==> config.mk <==
export PLATFORM = sky130hd
export DESIGN_NAME = lbc_prbs_gen
export DESIGN_NICKNAME = d
export VERILOG_FILES = /design/src/rtl/lbc_prbs_gen.sv
export SDC_FILE = /design/constraint.sdc
export NUM_CORES = 1
export LEC_CHECK = 0
export BUFFER_PORTS_ARGS = -buffer_cell sky130_fd_sc_hd__buf_2
export CAP_MARGIN = 20
export CORE_ASPECT_RATIO = 1.2
export CORE_MARGIN = 2
export CORE_UTILIZATION = 57
export DETAILED_ROUTE_END_ITERATION = 10
export PLACE_DENSITY = 0.86
export SYNTH_ARGS = -nofsm -noshare
export SYNTH_HDL_FRONTEND = slang
export SYNTH_SLANG_ARGS = --single-unit
==> constraint.sdc <==
create_clock -name clk -period 3.3 [get_ports clk]
set_clock_uncertainty 0.1 [all_clocks]
set_input_delay 0 -clock clk [delete_from_list [all_inputs] [get_ports clk]]
set_output_delay 0 -clock clk [all_outputs]
set_load 0.01 [all_outputs]
==> src/rtl/lbc_prbs_gen.sv <==
module lbc_prbs_gen #(
   parameter int unsigned DATA_W   = 24,
   parameter int unsigned PRBS_LEN = 23,
   parameter int unsigned PRBS_TAP = 18,
   parameter logic [PRBS_LEN-1:0] SEED = 23'h5A5A5A
) (
   input  logic              clk,
   input  logic              clr,
   input  logic              reseed,
   input  logic              advance,
   output logic [DATA_W-1:0] exp_word
);
   localparam int unsigned HI  = PRBS_LEN - 1;
   localparam int unsigned TAP = PRBS_TAP - 1;

   if (PRBS_TAP == 0 || PRBS_TAP >= PRBS_LEN) begin : g_bad_tap
      $error("lbc_prbs_gen: PRBS_TAP must lie in 1..PRBS_LEN-1");
   end
   if (SEED == '0) begin : g_bad_seed
      $error("lbc_prbs_gen: SEED must be nonzero");
   end
   if (DATA_W == 0) begin : g_bad_width
      $error("lbc_prbs_gen: DATA_W must be nonzero");
   end

   logic [PRBS_LEN-1:0] state_q;
   logic [PRBS_LEN-1:0] chain [DATA_W+1];

   assign chain[0] = reseed ? SEED : state_q;

   for (genvar g = 0; g < DATA_W; g++) begin : g_step
      logic fb;
      assign fb          = chain[g][HI] ^ chain[g][TAP];
      assign exp_word[g] = fb;
      assign chain[g+1]  = {chain[g][HI-1:0], fb};
   end

   always_ff @(posedge clk) begin
      if (clr)          state_q <= SEED;
      else if (advance) state_q <= chain[DATA_W];
      else if (reseed)  state_q <= SEED;
   end
endmodule

# Yosys cells after proc, flatten, opt, wreduce, memory -nomap -nowiden
# Index checks and enable logic that the tools add are counted.
# word_totals
elab_cells	27
output_inout_bits	24
inputBits	4
register_bits	23
# classes
n_bitwise	24
n_mux	2
# ops
op	n
$mux W23	2
$xor A1 B1 Y1	24

# Longest topological paths before layout
# Gate-level depths: netlist (run 1).
# logic_depth
ltp_word	4
ltp_mapped	5
mapped_depth_nobuf	3

# Worst setup path before layout (run 1)
# Ideal clock, no wire load.
# synth_path
kind	register -> output
from	reg state_q[17]
to	out exp_word[18]
path_buffers	1
slack_ps	2004
t_required_ps	3200
arrival_ps	1196
stages_incl_launch_ff	4
cell_sequence	dfxtp_1 > xor3_1 > or2_2 > buf_4
# synth_via
elab_chain_len	3
# synth_rtl
element	line	source
start: declaration	26	logic [PRBS_LEN-1:0] state_q;
start signal: assignment	40	else if (advance) state_q <= chain[DATA_W];
$mux W23	--	
$xor A1 B1 Y1 (2 in series)	33	assign fb = chain[g][HI] ^ chain[g][TAP];
end: declaration	11	output logic [DATA_W-1:0] exp_word
# No other way between the ends.

# Worst setup path in the final report (run 1)
# layout_path
from	reg state_q[17]
to	reg state_q[5]
# layout_via
elab_chain_len	4
# layout_rtl
element	line
$mux W23	--
$xor A1 B1 Y1 (2 in series)	33
$mux W23	40
# No other way between the ends.
# A chain may end at the register's enable or synchronous reset.

==> results of run 1 <==
[worst paths after layout]
path	from	endpoint	slack [ns]	cells after the start
max	state_q[17]	state_q[5]	1.40	4
min	reseed	state_q[20]	0.16	3
max reg2reg	state_q[17]	state_q[5]	1.40	4
min reg2reg	state_q[2]	state_q[2]	0.43	2
[area by class of cell]
cell class | count | share of cell area [%]
multi-input cells | 84 | 47.6
repair buffers | 30 | 12.4
clock buffers | 3 | 1.69
inverters | 2 | 0.563
flip-flops and latches | 23 | 34.5
well taps | 31 | 2.91
clock inverters | 1 | 0.375
[cells in the mapped netlist]
cell type / n / area (sq um)
nor2_2: 1 / 6.26
a21oi_1: 2 / 10.0
o21ai_0: 2 / 10.0
o21a_1: 1 / 7.51
nand2_1: 5 / 18.8
clkbuf_2: 1 / 5.00
inv_1: 1 / 3.75
a32o_1: 9 / 90.1
clkinv_1: 1 / 3.75
nand2b_1: 5 / 31.3
xor2_1: 2 / 17.5
dfxtp_1: 23 / 460
or2_0: 1 / 6.26
nor2_1: 19 / 71.3
or2_2: 3 / 18.8
xnor3_1: 1 / 22.5
buf_4: 24 / 180
xor3_1: 2 / 47.6
xnor2_1: 19 / 166
o21ai_1: 1 / 5.00
o32a_1: 9 / 90.1
clkbuf_1: 2 / 7.51
o211ai_1: 2 / 15.0
buf_2: 3 / 15.0
[repair_timing]
item | in CTS | in global routing
resized for setup | 0 | 0
setup buffers | 0 | 0
hold buffers | 3 | 0
setup endpoints to repair | 0 | 0
hold endpoints to repair | 3 | 0
[power by group]
part	leakage [nW]	internal (mW)	switching, mW
registers	0.189	0.293	0.0196
logic	0.337	0.0622	0.0631
clock network	0.0177	0.0455	0.0905
[metrics by stage]
| step | std cells | worst slack (ns) | power, mW |
|---|---|---|---|
| floorplan | 139 | 2.00 | 0.432 |
| global placement | 167 | 1.99 | 0.438 |
| detailed placement | 167 | 1.93 | 0.441 |
| CTS | 174 | 1.42 | 0.574 |
| global route | 174 | 1.32 | 0.601 |
| finish | 174 | 1.40 | 0.574 |
[worst register-to-register path, stage by stage, from the launching register on]
cell,delay (ns)
dfxtp_1,0.45
xor3_1,0.46
o21ai_0,0.16
a21oi_1,0.08
dlygate4sd3_1,0.56
[layer usage]
layer / vias up / track usage (%)
met3: 5 / 4.82
met2: 30 / 33.5
met1: 472 / 26.6
li1: 468 / -
met5: - / 0
met4: 0 / 8.11
[cells by family (layout without fill, tap and decap cells)]
family / count (synthesis) / count (layout) / synth area share, %
and+or+nand+nor: 34 / 34 / 11.7
buffers and inverters: 32 / 36 / 16.4
AOI/OAI and AO/OA: 26 / 26 / 17.4
xor gates and xnor gates: 24 / 24 / 19.4
DFF: 23 / 23 / 35.1
==> flow_summary.toml, run 1 <==
[final_layout]
largest_register = "state_q"
fin_area_sq_um = 1330
nNetsFinal = 148
fin_util_pct = 59.7
layout.cells.most_common = "buf_2"
multiInputGateArea_sq_um = 634
synthToLayoutAreaGrowth_pct = 1.81
mostFrequentLayoutCells = "buf_2, dfxtp_1, xnor2_1, nor2_1"
nFillCells = 215
diodes = 0
regArea_sq_um = 460
largest_reg_flops = 23
largestRegisters = "state_q x23"
drive_gt1_share_pct = 24.5

[critical_path]
cp_slowest_cell = "dlygate4sd3_1"
path_buf_inv = 1
crit_arrival_ns = 2.02
startpoint_type = "register"
critPathMaxStageDelay_ns = 0.56
path_max_fanout = 4
critPathTopFamily = "buffers and inverters"
crit_path_end_kind = "register"
crit_type = "reg -> reg"
path_cells = "xor3_1, o21ai_0, a21oi_1, dlygate4sd3_1"
cp.required_ns = 3.43

[timing]
fmax_mhz = 528
rsz0062_at_grt = "no"
worst_slew_pin_slew_ns = 0.623
period_needed_ns = 1.90
max_slew_margin_pct = 58.3
final_hold_viol_count = 0
setup_viol = 0
hold_slack_ns = 0.157
finalMaxSlewViolations = 0
fin_crit_sh_pct = 57.4
tns_ns = 0

[clocking]
cts_tree = "done"
worstSkewPairLatency_ns = 0.32
clk_pin_slew_ns = 0.13
cts-root-buf = "clkbuf_4"
clock_path_buffers = 2
cts_buffers = 3
htree_num_levels = 1
clock-sinks = 23

[die]
coreArea_sq_um = 2230
start_util_pct = 58.6
dieArea_sq_um = 2700
io_pins = 28
num_rows = 19
die_w_um = 47.8
die_y_um = 56.5

[global_route]
grt_pass1_wl_um = 4130
grt_pass1_vias = 929
antenna_found_initial = 0
grt_use_total_pct = 21.1
grt_max_degree = 31
overflow = 0

[synth]
syn_inst = 139
ys_ff_latch = 23
ys_types = 24
synth_area_per_cell_sq_um = 9.42
ys_seq_area_share_pct = 35.1
syn_nets = 143
syn-cell-area_sq_um = 1310
ys_warn_count = 0

[power_and_ir_drop]
ir_drop_mv = 0.306
leakage_nw = 0.545
power_density_nw_per_um2 = 430

[drt]
top_layer = "met4"
wl_met3_um = 119
wirelength_um = 2570
met2_wirelength_um = 1370
vias_per_cell = 5.60
ant_nets = 0
vias = 975
drt-met1-wl_um = 1040
routedWlPerCell_um = 14.8
drt-initial-drc-count = 38
drc = 0
dr.pass1.iters = 4

[status]
status = "completed"

[placed_design]
post_dp_cell_area_sq_um = 1280
gp_congestion = 0.821
dp_hpwl_um = 1900
port_buffers = 27

[hold_path]
min_path_type = "in -> reg"

[job]
max_cap_viol_count = 0
Power figures use the tool's default switching activity.
==> run 2, diff against run 1 <==
- CORE_UTILIZATION: 57 -> 48
- PLACE_DENSITY: 0.86 -> 0.77
- clock period: 3.3 -> 1.7 ns (I/O delays scaled with it)
==> flow_summary.toml, run 2 (synthesis results as in run 1) <==
[status]
status = "completed"

[final_layout]
nNetsFinal = 148
fin_area_sq_um = 1340
largest_register = "state_q"
diodes = 0
largest_reg_flops = 23
largestRegisters = "state_q x23"
mostFrequentLayoutCells = "buf_2, dfxtp_1, xnor2_1, nor2_1"
finalNonFillerCells = 176
synthToLayoutAreaGrowth_pct = 2.10
fin_util_pct = 51.9
layout.cells.most_common = "buf_2"
drive_gt1_share_pct = 25.9

[timing]
worst_slack_ns = 0.0417
worst_slew_pin_slew_ns = 0.630
fmax_mhz = 603
fin_crit_sh_pct = 97.5
setup_viol = 0
max_slew_margin_pct = 57.8
tns_ns = 0
period_needed_ns = 1.66
finalMaxSlewViolations = 0
final_hold_viol_count = 0
rsz0062_at_grt = "no"

[critical_path]
rrSetupSlack_ns = 0.41
cp.required_ns = 1.60
crit_path_end_kind = "output pin"
crit_type = "reg -> out"
critical_path.startpoint = "state_q[19]"
path_max_fanout = 3
startpoint_type = "register"
crit_arrival_ns = 1.56
r2r-start = "state_q[19]"

[clocking]
clock_path_buffers = 2
worstSkewPairLatency_ns = 0.31
cts_tree = "done"
cts_buffers = 3
cts-root-buf = "clkbuf_4"
clock-sinks = 23
htree_num_levels = 1
clk_pin_slew_ns = 0.12

[drt]
vias = 962
drt-initial-drc-count = 23
vias_per_cell = 5.47
drc = 0
routedWlPerCell_um = 14.7
ant_nets = 0
dr.pass1.iters = 4
wirelength_um = 2600

[global_route]
antenna_found_initial = 0
grt_max_degree = 17
overflow = 0
grt_use_total_pct = 18.6
grt_pass1_vias = 934
grt_pass1_wl_um = 4270

[placed_design]
gp_congestion = 0.795
dp_cells = 170
port_buffers = 27
dp_hpwl_um = 1970
post_dp_cell_area_sq_um = 1290
place_worst_setup_slack_ns = 0.353

[die]
die_y_um = 61.2
start_util_pct = 50.8
dieArea_sq_um = 3160
die_w_um = 51.7
coreArea_sq_um = 2580
num_rows = 20
io_pins = 28

[power_and_ir_drop]
power_density_nw_per_um2 = 823
ir_drop_mv = 0.583
leakage_nw = 0.541

[hold_path]
min_from = "reseed"
min_path_type = "in -> reg"

[job]
max_cap_viol_count = 0
==> run 2: final cells by class <==
cell class                 count  area, sq um
multi-input combinational     84          634
sequential                    23          465
fill                         253         1240
timing repair buffer          30          163
clock buffer                   4         26.3
tap                           33         41.3
inverter                       2         7.51
==> run 2: per-stage QoR <==
stage                     power [mW]  hold WS, ns
final                           1.10        0.103
after CTS                       1.11       0.0869
after floorplan                0.839       0.0491
after detailed placement       0.860        0.238
after global routing            1.16        0.119
after global placement         0.854        0.247
==> run 2: critical path, stage by stage (launching register included) <==
cell,delay [ns]
dfxtp_1,0.40
xor3_1,0.43
or2_2,0.28
buf_2,0.14
==> run 2: power by group <==
part	internal, mW	switching (mW)
logic	0.120	0.124
registers	0.568	0.0371
clock network	0.0917	0.160
total	0.780	0.321
==> run 2: path summary, 6_finish.rpt <==
kind                                endpoint  cells past startpoint
worst min register to register    state_q[5]                      2
worst max register to register    state_q[2]                      3
worst min-delay path              state_q[1]                      3
worst max-delay path            exp_word[21]                      3
==> run 2: what timing repair did <==
action,CTS,global route
buffers inserted,0,0
gates resized for setup,1,2
endpoints found under the hold margin,3,0
hold buffers,2,0
endpoints found under the setup margin,1,2
==> run 2: per-layer routing <==
metal | vias to the layer above | part of all wire, % | GRT usage, % | wire length, um
met2 | 24 | 52 | 32.2 | 1350
met5 | - | 0 | 0 | 0
met3 | 4 | 3.6 | 2.18 | 93
met4 | 0 | 1.8 | 10.2 | 47
met1 | 466 | 42 | 22.6 | 1100
li1 | 468 | - | - | -
